[config.mk]
export PLATFORM = sky130hd
export DESIGN_NAME = fault_escalation_monitor
export DESIGN_NICKNAME = d
export VERILOG_FILES = /design/src/rtl/fem_pkg.sv /design/src/rtl/fem_sync.sv /design/src/rtl/fem_sampler.sv /design/src/rtl/fem_debounce.sv /design/src/rtl/fem_escalate.sv /design/src/rtl/fault_escalation_monitor.sv
export SDC_FILE = /design/constraint.sdc
export NUM_CORES = 1
export LEC_CHECK = 0
export ABC_AREA = 1
export CAP_MARGIN = 0
export CORE_MARGIN = 2
export CORE_UTILIZATION = 55
export DETAILED_ROUTE_END_ITERATION = 7
export PLACE_DENSITY = 0.77
export SYNTH_ARGS = -nofsm -noshare
export SYNTH_HDL_FRONTEND = slang
export SYNTH_SLANG_ARGS = --single-unit
[constraint.sdc]
create_clock -name clk -period 6.29 [get_ports clk]
set_input_delay 1.258 -clock clk [delete_from_list [all_inputs] [get_ports clk]]
set_output_delay 1.258 -clock clk [all_outputs]
set_load 0.1 [all_outputs]
[src/rtl/fem_pkg.sv]
package fem_pkg;
  localparam int TICK_W = 32;

  // Modulo-2^32 distance from a stored stamp to the current tick
  function automatic logic [TICK_W-1:0] elapsed_ms(input logic [TICK_W-1:0] now,
                                                   input logic [TICK_W-1:0] stamp);
    return now - stamp;
  endfunction

  function automatic logic interval_due(input logic [TICK_W-1:0] now,
                                        input logic [TICK_W-1:0] stamp,
                                        input logic [TICK_W-1:0] interval);
    return elapsed_ms(now, stamp) >= interval;
  endfunction
endpackage

[src/rtl/fem_sync.sv]
module fem_sync #(
  parameter int STAGES = 2
) (
  input  logic clk,
  input  logic rst_n,
  input  logic d_async,
  output logic q_sync
);
  logic [STAGES-1:0] chain;

  always_ff @(posedge clk) begin
    if (!rst_n) chain <= '0;
    else        chain <= {chain[STAGES-2:0], d_async};
  end

  assign q_sync = chain[STAGES-1];
endmodule

[src/rtl/fem_sampler.sv]
module fem_sampler
  import fem_pkg::*;
#(
  parameter int INTERVAL_MS = 1000
) (
  input  logic              clk,
  input  logic              rst_n,
  input  logic [TICK_W-1:0] tick_ms,
  output logic              sample_strobe,
  output logic [TICK_W-1:0] last_stamp
);
  localparam logic [TICK_W-1:0] INTERVAL = TICK_W'(INTERVAL_MS);

  logic armed;

  assign sample_strobe = armed && interval_due(tick_ms, last_stamp, INTERVAL);

  // Stamp is taken as soon as the interval expires, independent of the fault
  always_ff @(posedge clk) begin
    if (!rst_n) begin
      armed      <= 1'b0;
      last_stamp <= '0;
    end else if (!armed) begin
      armed      <= 1'b1;
      last_stamp <= tick_ms;
    end else if (sample_strobe) begin
      last_stamp <= tick_ms;
    end
  end
endmodule

[src/rtl/fem_debounce.sv]
module fem_debounce #(
  parameter int STREAK_NEED = 2,
  localparam int SW = $clog2(STREAK_NEED + 1)
) (
  input  logic          clk,
  input  logic          rst_n,
  input  logic          sample_strobe,
  input  logic          fault_sync,
  output logic          report,
  output logic [SW-1:0] streak
);
  localparam logic [SW-1:0] LAST = SW'(STREAK_NEED - 1);

  always_ff @(posedge clk) begin
    if (!rst_n) begin
      streak <= '0;
      report <= 1'b0;
    end else begin
      report <= 1'b0;
      if (sample_strobe) begin
        if (!fault_sync) begin
          streak <= '0;
        end else if (streak == LAST) begin
          streak <= '0;
          report <= 1'b1;
        end else begin
          streak <= streak + 1'b1;
        end
      end
    end
  end
endmodule

[src/rtl/fem_escalate.sv]
module fem_escalate #(
  parameter int CNT_W     = 8,
  parameter int ERR_LIMIT = 10
) (
  input  logic             clk,
  input  logic             rst_n,
  input  logic             report,
  input  logic             latch_clear,
  output logic [CNT_W-1:0] count,
  output logic             latch
);
  localparam logic [CNT_W-1:0] CMAX  = {CNT_W{1'b1}};
  localparam logic [CNT_W-1:0] LIMIT = CNT_W'(ERR_LIMIT);

  function automatic logic [CNT_W-1:0] sat_inc(input logic [CNT_W-1:0] v);
    return (v == CMAX) ? v : v + 1'b1;
  endfunction

  logic [CNT_W-1:0] count_nx;
  assign count_nx = sat_inc(count);

  always_ff @(posedge clk) begin
    if (!rst_n) begin
      count <= '0;
      latch <= 1'b0;
    end else begin
      if (report) count <= count_nx;
      if (report && count_nx > LIMIT) latch <= 1'b1;
      else if (latch_clear)           latch <= 1'b0;
    end
  end
endmodule

[src/rtl/fault_escalation_monitor.sv]
module fault_escalation_monitor
  import fem_pkg::*;
#(
  parameter int INTERVAL_MS = 1000,
  parameter int STREAK_NEED = 2,
  parameter int CNT_W       = 8,
  parameter int ERR_LIMIT   = 10
) (
  input  logic              clk,
  input  logic              rst_n,
  input  logic [TICK_W-1:0] tick_ms,
  input  logic              fault_async,
  input  logic              latch_clear,
  output logic              recovery_pulse,
  output logic [CNT_W-1:0]  error_count,
  output logic              emergency
);
  localparam int SW = $clog2(STREAK_NEED + 1);

  // Internal events brought out as named wires
  logic              fault_sync;
  logic              sample_strobe;
  logic [TICK_W-1:0] last_stamp;
  logic [SW-1:0]     streak;
  logic              report;

  fem_sync #(.STAGES(2)) u_sync (
    .clk(clk), .rst_n(rst_n), .d_async(fault_async), .q_sync(fault_sync)
  );

  fem_sampler #(.INTERVAL_MS(INTERVAL_MS)) u_samp (
    .clk(clk), .rst_n(rst_n), .tick_ms(tick_ms),
    .sample_strobe(sample_strobe), .last_stamp(last_stamp)
  );

  fem_debounce #(.STREAK_NEED(STREAK_NEED)) u_deb (
    .clk(clk), .rst_n(rst_n), .sample_strobe(sample_strobe),
    .fault_sync(fault_sync), .report(report), .streak(streak)
  );

  fem_escalate #(.CNT_W(CNT_W), .ERR_LIMIT(ERR_LIMIT)) u_esc (
    .clk(clk), .rst_n(rst_n), .report(report), .latch_clear(latch_clear),
    .count(error_count), .latch(emergency)
  );

  assign recovery_pulse = report;
endmodule

==> out/metrics.yaml, run 1 <==
status: "completed"
layout.nets: 1034
irDropWorstVdd_mv: 0.125
cts_root_buffer: "clkbuf_8"
core_area_um2: 8680
cts_setup_buffers: 0
synth_top_area_cell: "nand2_1"
fp.dieH_um: 98.5
gp_congestion: 0.988
hold_viol_final: 0
clk_latency_ns: 0.32
cp.required_ns: 6.55
crit_family: "simple AND/OR/NAND/NOR gates"
finalCritPeriodShare_pct: 69.5
cts-resized-gates: 0
htreeDepth: 2
cp_cell_sequence: "clkdlybuf4s50_1 > inv_1 > ha_1 > inv_1 > fa_1 > nand3_1 > nand3_1 > nand2_1 > nand2_1 > nand2_1 > nand2_1 > nand2_1 > nand2_1 > nor2_1 > nand2_1 > nor2_1 > nand2_1 > nor2_4 > nand3_4 > nand2_1 > inv_1 > nor2_1"
pwr-share-seq_pct: 33.9
skew_ns: 0.00820
path_buf_inv: 4
clk_pin_slew_ns: 0.10
wirelength_um: 12300
grt_max_degree: 42
dr.first_iter.drc_count: 302
drtPass1Iterations: 5
powerDensity_nw_per_um2: 166
synth_area_leaders: "nand2_1, dfxtp_1, inv_1, ha_1, nor2_1"
grt_pass1_vias: 4785
layout_commonest_cell: "nand2_1"
synth-seq-area-share_pct: 19.1
grt_pass1_wl_um: 21200
rows: 34
setup_viol: 0
antennaDiodeCount: 0
initial_core_util_pct: 56.6
remaining_drc_errors: 0
ys_types: 29
postSynthAreaPerCell_um2: 5.31
synth_ff_type: "dfxtp_1"
startpoint_type: "primary input"
async_reset_ff_share_pct: 0
numCtsBuffers: 5
power_w: 0.000924
period_minus_slack_ns: 4.37
ant_nets: 0
cp_max_fo: 32
synth_edf_count: 0
grt_use_total_pct: 26.0
slowest_delay_ns: 0.48
p_sw_w: 0.000333
clkPwrFrac_pct: 30.8
viasPerCell: 4.94
synth_fp_nets: 995
final_cell_mix: "nand2_1, inv_1, nor2_1, dfxtp_1"
fmax_mhz: 229
port_buffers: 45
multi_input_area_um2: 2990
syn_inst: 925
setup_tns_ns: 0
path_class: "primary input to register"
rsz0062_at_grt: "false"
dpl_cell_area_um2: 5440
slowest_stage: "nor2_4"
yosysWarnings: 0
antenna_found_initial: 0
wire_per_inst_um: 11.5
design_area_um2: 5580
hpwl_um: 9630
p_int_w: 0.000592
syn2layout_area_growth_pct: 13.5
synth_area_um2: 4910
cp.arrival_ns: 4.63
hold_class: "register to register"
fin_util_pct: 64.2
report.final.slew_viol_count: 0
io-pin-count: 46
p_leak_nw: 3.39
max-cap-violations: 0
cts_tree: "done"
fp.dieArea_um2: 9710
comb_power_share_pct: 35.3
crit_top_cell: "nand2_1"
synth_seq_cells: 47
clock_path_buffers: 2
clock_sinks: 47
final-seq-area_um2: 941
slew_headroom_pct: 33.8
layout-drive-gt1-share_pct: 1.87
cts-hold-fix-buffers: 0
swShare_pct: 36.0
num_vias: 5297
worstMarginPinSlew_ns: 0.990
yosys.area.top_type_share_pct: 25.8
overflow: 0
num-fill-cells: 897
end_kind: "register"
die_w_um: 98.5
[path summary, 6_finish.rpt]
kind / startpoint / to / slack (ns) / depth (start not counted)
max reg2reg: u_samp.last_stamp[0]$_SDFFE_PN0P_ / u_samp.last_stamp[9]$_SDFFE_PN0P_ / 2.99 / 20
min reg2reg: u_sync.chain[0]$_SDFF_PN0_ / u_sync.chain[1]$_SDFF_PN0_ / 0.42 / 2
min: u_sync.chain[0]$_SDFF_PN0_ / u_sync.chain[1]$_SDFF_PN0_ / 0.42 / 2
max: tick_ms[0] / u_samp.last_stamp[9]$_SDFFE_PN0P_ / 1.92 / 22
[power groups by stage]
stage / Combinational (W) / Sequential (W) / Clock, W
finish: 0.000326 / 0.000314 / 0.000284
global placement: 0.000318 / 0.000320 / 0
floorplan: 0.000231 / 0.000322 / 0
detailed placement: 0.000320 / 0.000321 / 0
CTS: 0.000323 / 0.000314 / 0.000290
global route: 0.000372 / 0.000315 / 0.000300
[metal layers]
layer	global-route usage [%]	wire, um	vias up
met3	3.12	715	20
met5	0	0	-
li1	-	-	2833
met4	5.90	187	0
met2	42.3	5320	135
met1	37.0	6120	2309
[cell type report]
class / instances / area share, %
repair buffers: 49 / 8.62
multi-input cells: 624 / 53.6
flip-flops and latches: 47 / 16.9
clock buffers: 5 / 1.23
clock inverters: 3 / 1.28
well taps: 108 / 2.42
inverters: 237 / 16.0
[metrics by stage]
step                      hold WS, ns  cells  worst slack (ns)
after global routing            0.441   1073              1.58
after CTS                       0.425   1073              1.94
final                           0.422   1073              1.92
after detailed placement        0.401   1065              1.61
after global placement          0.394   1065              1.72
after floorplan                 0.390    925              2.87
[worst register-to-register path, stage by stage, from the launching register on]
cell and delay (ns):
dfxtp_1 0.35, ha_1 0.14, inv_1 0.07, fa_1 0.41, nand3_1 0.10, nand3_1 0.14
nand2_1 0.09, nand2_1 0.10, nand2_1 0.09, nand2_1 0.06, nand2_1 0.05, nand2_1 0.04
nor2_1 0.09, nand2_1 0.06, nor2_1 0.08, nand2_1 0.09, nor2_4 0.48, nand3_4 0.48
nand2_1 0.19, inv_1 0.05, nor2_1 0.08
[flip-flops by register name, summed over array words and instances, names as in the netlist]
name / flops
u_deb.report: 1
u_deb.streak: 2
u_esc.count: 8
u_esc.latch: 1
u_samp.armed: 1
u_samp.last_stamp: 32
u_sync.chain: 2
[synth_stat cells (2+ instances only)]
cell      count
nand3b_1      4
a21oi_1      23
nand3_1      45
buf_2         6
nand4_1      43
nor2_4        2
or2_2         2
inv_1       236
o21bai_1      3
buf_6         3
and2_1        3
xnor2_1       2
dfxtp_1      47
o21ai_0       6
nor3_1        5
a221oi_1      2
nand2_1     338
o211ai_1      2
buf_1         7
nor2_1      100
ha_1         33
xor2_1        6
[cell families (layout without fill, tap and decap cells)]
logic type,after synthesis,in the layout,synth area share [%]
fa+ha+maj,34,34,8.81
compound gates,38,38,4.38
flops,47,47,19.1
xor+xnor,8,8,1.43
buf+inv,254,294,20.0
simple gates,544,544,46.2
Power figures use the tool's default switching activity.
==> inputs of run 2 (changes only) <==
--- a/config.mk
+++ b/config.mk
@@ -8,9 +8,9 @@
 export ABC_AREA = 1
 export CAP_MARGIN = 0
 export CORE_MARGIN = 2
-export CORE_UTILIZATION = 55
+export CORE_UTILIZATION = 54
 export DETAILED_ROUTE_END_ITERATION = 7
-export PLACE_DENSITY = 0.77
+export PLACE_DENSITY = 0.79
 export SYNTH_ARGS = -nofsm -noshare
 export SYNTH_HDL_FRONTEND = slang
 export SYNTH_SLANG_ARGS = --single-unit
==> constraint.sdc (replaced) <==
create_clock -name clk -period 3.87 [get_ports clk]
set_input_delay 0.774 -clock clk [delete_from_list [all_inputs] [get_ports clk]]
set_output_delay 0.774 -clock clk [all_outputs]
set_load 0.1 [all_outputs]
==> run 2 against run 1 <==
  * Via count about the same
  * Worst hold slack worse by 0.00067 ns
  * Sequential share of layout area shrank 0.15 points
  * Die area rose by 1.8%
  * Core utilization shrank 0.053 points
  * Sequential cell count is the same
  * First-iteration DRC count is 5.6% higher
  * Global-route usage up 0.52 points
  * Register-to-register slack got worse by 2.2 ns
  * Clock skew is 0.0059 ns higher
  * Cell count rose by 0.47%
  * Clock-buffer cell count is the same
==> out/metrics.yaml, run 2 (synthesized netlist as in run 1, its figures left out) <==
rsz0062_at_grt: "false"
antennaDiodeCount: 0
wirelength_um: 12600
viasPerCell: 4.91
swShare_pct: 36.3
cts_root_buffer: "clkbuf_8"
p_leak_nw: 3.42
clk_latency_ns: 0.32
max-cap-violations: 0
ant_nets: 0
grt_use_total_pct: 26.5
path_class: "primary input to register"
skew_ns: 0.0142
clk_pin_slew_ns: 0.10
layout.nets: 1039
irDropWorstVdd_mv: 0.214
post-route-worst-setup-slack_ns: 0.248
final_cell_mix: "nand2_1, inv_1, nor2_1, dfxtp_1"
startpoint_type: "primary input"
drtPass1Iterations: 5
rows: 34
largest_reg_flops: 32
layout_commonest_cell: "nand2_1"
regMostFlops: "u_samp.last_stamp"
die_w_um: 99.4
worst_hold_slack_ns: 0.421
cp.required_ns: 4.09
cts-hold-fix-buffers: 0
setup_tns_ns: 0
status: "completed"
power_w: 0.00151
gp_congestion: 1.07
grt_pass1_wl_um: 21400
cts_tree: "done"
multi_input_area_um2: 2990
syn2layout_area_growth_pct: 14.5
clock_path_buffers: 2
grt_pass1_vias: 4768
hpwl_um: 10000
cp.arrival_ns: 3.84
port_buffers: 45
cp_max_fo: 18
hold_class: "register to register"
report.final.slew_viol_count: 0
numCtsBuffers: 5
antenna_found_initial: 0
place_ws_ns: 0.0490
fmax_mhz: 276
io-pin-count: 46
powerDensity_nw_per_um2: 269
reg2reg_slack_ns: 0.84
grt_max_degree: 33
clkPwrFrac_pct: 30.7
hold_viol_final: 0
cts-resized-gates: 0
p_sw_w: 0.000549
largest_registers: "u_samp.last_stamp: 32 flops, u_esc.count: 8 flops"
setup_viol: 0
core_area_um2: 8760
remaining_drc_errors: 0
fp.dieArea_um2: 9880
period_minus_slack_ns: 3.62
slew_headroom_pct: 35.2
final-seq-area_um2: 941
initial_core_util_pct: 56.1
worstMarginPinSlew_ns: 0.970
finalCritPeriodShare_pct: 93.6
overflow: 0
p_int_w: 0.000965
num-fill-cells: 857
wire_per_inst_um: 11.7
fp.dieH_um: 99.4
pwr-share-seq_pct: 33.9
clock_sinks: 47
layout-drive-gt1-share_pct: 2.37
end_kind: "register"
comb_power_share_pct: 35.5
dr.first_iter.drc_count: 319
htreeDepth: 2
cts_setup_buffers: 0
num_vias: 5298
[run 2: cell types whose count changed in the layout (fill, tap and decap cells not counted)]
cell,previous run,this run
buf_12,0,1
buf_4,4,8
[run 2: worst paths after layout]
path / from / endpoint / cells past startpoint
setup / recovery: tick_ms[0] / u_samp.last_stamp[10]$_SDFFE_PN0P_ / 22
hold / removal: u_sync.chain[0]$_SDFF_PN0_ / u_sync.chain[1]$_SDFF_PN0_ / 2
setup reg to reg: u_samp.last_stamp[0]$_SDFFE_PN0P_ / u_samp.last_stamp[10]$_SDFFE_PN0P_ / 20
hold reg to reg: u_sync.chain[0]$_SDFF_PN0_ / u_sync.chain[1]$_SDFF_PN0_ / 2
[run 2: final cells by class]
| class | count | area share, % |
|---|---|---|
| Multi-Input combinational cell | 624 | 53.1 |
| Sequential cell | 47 | 16.7 |
| Inverter | 237 | 15.8 |
| Timing Repair Buffer | 54 | 9.43 |
| Tap cell | 108 | 2.40 |
| Clock inverter | 3 | 1.27 |
| Clock buffer | 5 | 1.22 |
[run 2: power groups by stage]
stage	sequential, W	clock (W)	combinational [W]
2_1_floorplan	0.000523	0	0.000376
3_3_place_gp	0.000523	0	0.000520
3_5_place_dp	0.000524	0	0.000524
4_1_cts	0.000513	0.000469	0.000529
5_1_grt	0.000515	0.000489	0.000610
6_report	0.000513	0.000464	0.000537
[run 2: per-layer routing]
metal / GRT usage [%] / routed length, um
met1: 36.6 / 6110
met2: 44.2 / 5540
met3: 3.44 / 782
met4: 5.69 / 212
met5: 0 / 0
[run 2: worst max-delay path: stages]
cell and delay (ns):
clkdlybuf4s50_1 0.40, inv_1 0.07, ha_1 0.19, inv_1 0.10, fa_1 0.42, nand3_1 0.10, nand3_1 0.16, nand2_1 0.11
nand2_1 0.12, nand2_1 0.11, nand2_1 0.05, nand2_1 0.05, nand2_1 0.05, nor2_1 0.15, nand2_1 0.07, nor2_1 0.09
nand2_1 0.09, nor2_4 0.15, buf_4 0.27, nand4_1 0.13, nand2_1 0.10, nor2_1 0.04
[run 2: metrics by stage]
step / cells / area, um2 / util (%)
2_1_floorplan: 925 / 4910 / -
3_3_place_gp: 1070 / 5490 / 62.6
3_5_place_dp: 1070 / 5490 / 62.6
4_1_cts: 1078 / 5630 / 64.2
5_1_grt: 1078 / 5630 / 64.2
6_report: 1078 / 5630 / 64.2
==> inputs of run 3 (changes only) <==
--- a/config.mk
+++ b/config.mk
@@ -8,9 +8,9 @@
 export ABC_AREA = 1
 export CAP_MARGIN = 0
 export CORE_MARGIN = 2
-export CORE_UTILIZATION = 54
+export CORE_UTILIZATION = 55
 export DETAILED_ROUTE_END_ITERATION = 7
-export PLACE_DENSITY = 0.79
+export PLACE_DENSITY = 0.77
 export SYNTH_ARGS = -nofsm -noshare
 export SYNTH_HDL_FRONTEND = slang
 export SYNTH_SLANG_ARGS = --single-unit
==> constraint.sdc (replaced) <==
create_clock -name clk -period 4.43 [get_ports clk]
set_input_delay 0.886 -clock clk [delete_from_list [all_inputs] [get_ports clk]]
set_output_delay 0.886 -clock clk [all_outputs]
set_load 0.1 [all_outputs]
==> run 3 against run 2 <==
  * Sequential share of layout area is 0.10 points higher
  * Die area down 1.8%
  * Largest cell class unchanged
  * Highest routed layer unchanged
  * Sequential power is 13% lower
==> out/metrics.yaml, run 3 (synthesized netlist as in run 1, its figures left out) <==
slowest_stage: "fa_1"
syn2layout_area_growth_pct: 13.8
clock_sinks: 47
drtPass1Iterations: 5
crit_top_cell: "nand2_1"
grt_pass1_vias: 4762
htreeDepth: 2
cts_root_buffer: "clkbuf_8"
hpwl_um: 9660
path_class: "primary input to register"
hold_viol_final: 0
clkPwrFrac_pct: 31.0
cp.required_ns: 4.68
max-cap-violations: 0
largest_reg_flops: 32
initial_core_util_pct: 56.6
cts-resized-gates: 0
antennaDiodeCount: 0
grt_max_degree: 37
num-fill-cells: 879
cp_max_fo: 32
slew_headroom_pct: 34.9
fp.dieArea_um2: 9710
grt_use_total_pct: 25.8
wirelength_um: 12100
core_area_um2: 8680
clk_pin_slew_ns: 0.10
largest_registers: "u_samp.last_stamp: 32 flops, u_esc.count: 8 flops"
layout_commonest_cell: "nand2_1"
period_minus_slack_ns: 3.75
crit_family: "simple AND/OR/NAND/NOR gates"
wire_per_inst_um: 11.3
viasPerCell: 4.93
comb_power_share_pct: 35.2
layout.nets: 1036
ant_nets: 0
remaining_drc_errors: 0
report.final.slew_viol_count: 0
overflow: 0
p_leak_nw: 3.40
status: "completed"
finalCritPeriodShare_pct: 84.8
setup_viol: 0
skew_ns: 0.0126
fmax_mhz: 266
gp_congestion: 0.954
setup_tns_ns: 0
worst_hold_slack_ns: 0.429
worstMarginPinSlew_ns: 0.973
regMostFlops: "u_samp.last_stamp"
clk_latency_ns: 0.32
fp.dieH_um: 98.5
rows: 34
multi_input_area_um2: 2990
dr.first_iter.drc_count: 323
port_buffers: 45
power_w: 0.00132
final-seq-area_um2: 941
final_cell_mix: "nand2_1, inv_1, nor2_1, dfxtp_1"
swShare_pct: 36.1
layout-drive-gt1-share_pct: 2.07
end_kind: "register"
path_buf_inv: 4
clock_path_buffers: 2
powerDensity_nw_per_um2: 235
p_sw_w: 0.000476
cp_cell_sequence: "clkdlybuf4s50_1 > inv_1 > ha_1 > inv_1 > fa_1 > nand3_1 > nand3_1 > nand2_1 > nand2_1 > nand2_1 > nand2_1 > nand2_1 > nand2_1 > nor2_1 > nand2_1 > nor2_1 > nand2_1 > nor2_4 > nand3_4 > nand2_1 > inv_1 > nor2_1"
startpoint_type: "primary input"
pwr-share-seq_pct: 33.8
antenna_found_initial: 0
io-pin-count: 46
slowest_delay_ns: 0.42
irDropWorstVdd_mv: 0.161
cts_setup_buffers: 0
die_w_um: 98.5
numCtsBuffers: 5
grt_pass1_wl_um: 21100
num_vias: 5304
cp.arrival_ns: 4.01
rsz0062_at_grt: "false"
cts-hold-fix-buffers: 0
cts_tree: "done"
hold_class: "register to register"
p_int_w: 0.000840
run 3: cell types whose count changed in the layout (fill, tap and decap cells not counted), sizes merged:
cell	delta
buf	-3
run 3: routing by layer:
metal  track usage, %  part of all wire (%)  vias up  routed length, um
li1                 -                     -     2842                  -
met1             36.4                    50     2330               6030
met2             43.1                    44      116               5310
met3             2.77                   5.2       16                635
met4             4.53                   1.4        0                167
met5                0                     0        -                  0
run 3: worst paths after layout:
| kind | slack (ns) | startpoint | cells after the start | to |
|---|---|---|---|---|
| worst min register to register | 0.43 | u_sync.chain[0]$_SDFF_PN0_ | 2 | u_sync.chain[1]$_SDFF_PN0_ |
| worst max register to register | 1.37 | u_samp.last_stamp[0]$_SDFFE_PN0P_ | 20 | u_samp.last_stamp[6]$_SDFFE_PN0P_ |
| worst max-delay path | 0.68 | tick_ms[0] | 22 | u_samp.last_stamp[6]$_SDFFE_PN0P_ |
| worst min-delay path | 0.43 | u_sync.chain[0]$_SDFF_PN0_ | 2 | u_sync.chain[1]$_SDFF_PN0_ |
run 3: power groups by stage:
stage	clock network [W]	logic, W	registers (W)
final	0.000408	0.000463	0.000445
after global routing	0.000433	0.000529	0.000447
after CTS	0.000414	0.000457	0.000445
after detailed placement	0	0.000453	0.000455
after global placement	0	0.000450	0.000455
after floorplan	0	0.000329	0.000457
run 3: area by class of cell:
class,instances,area share (%)
inverter,237,15.9
sequential,47,16.8
tap,108,2.42
multi-input combinational,624,53.5
clock inverter,3,1.28
clock buffer,5,1.23
timing repair buffer,51,8.86
run 3: worst reg2reg max path, stage by stage, from the launching register on:
cell     delay (ns)
dfxtp_1        0.35
ha_1           0.15
inv_1          0.09
fa_1           0.42
nand3_1        0.10
nand3_1        0.15
nand2_1        0.10
nand2_1        0.10
nand2_1        0.09
nand2_1        0.05
nand2_1        0.05
nand2_1        0.04
nor2_1         0.08
nand2_1        0.06
nor2_1         0.09
nand2_1        0.10
nor2_4         0.27
nand3_4        0.39
nand2_1        0.18
inv_1          0.05
nor2_1         0.09
run 3: metrics by stage:
step / setup WS (ns) / instances / instance area (um2) / util [%]
after floorplan: 1.39 / 925 / 4910 / -
after global routing: 0.303 / 1075 / 5590 / 64.4
after global placement: 0.500 / 1067 / 5450 / 62.8
final: 0.675 / 1075 / 5590 / 64.4
after detailed placement: 0.359 / 1067 / 5450 / 62.8
after CTS: 0.684 / 1075 / 5590 / 64.4
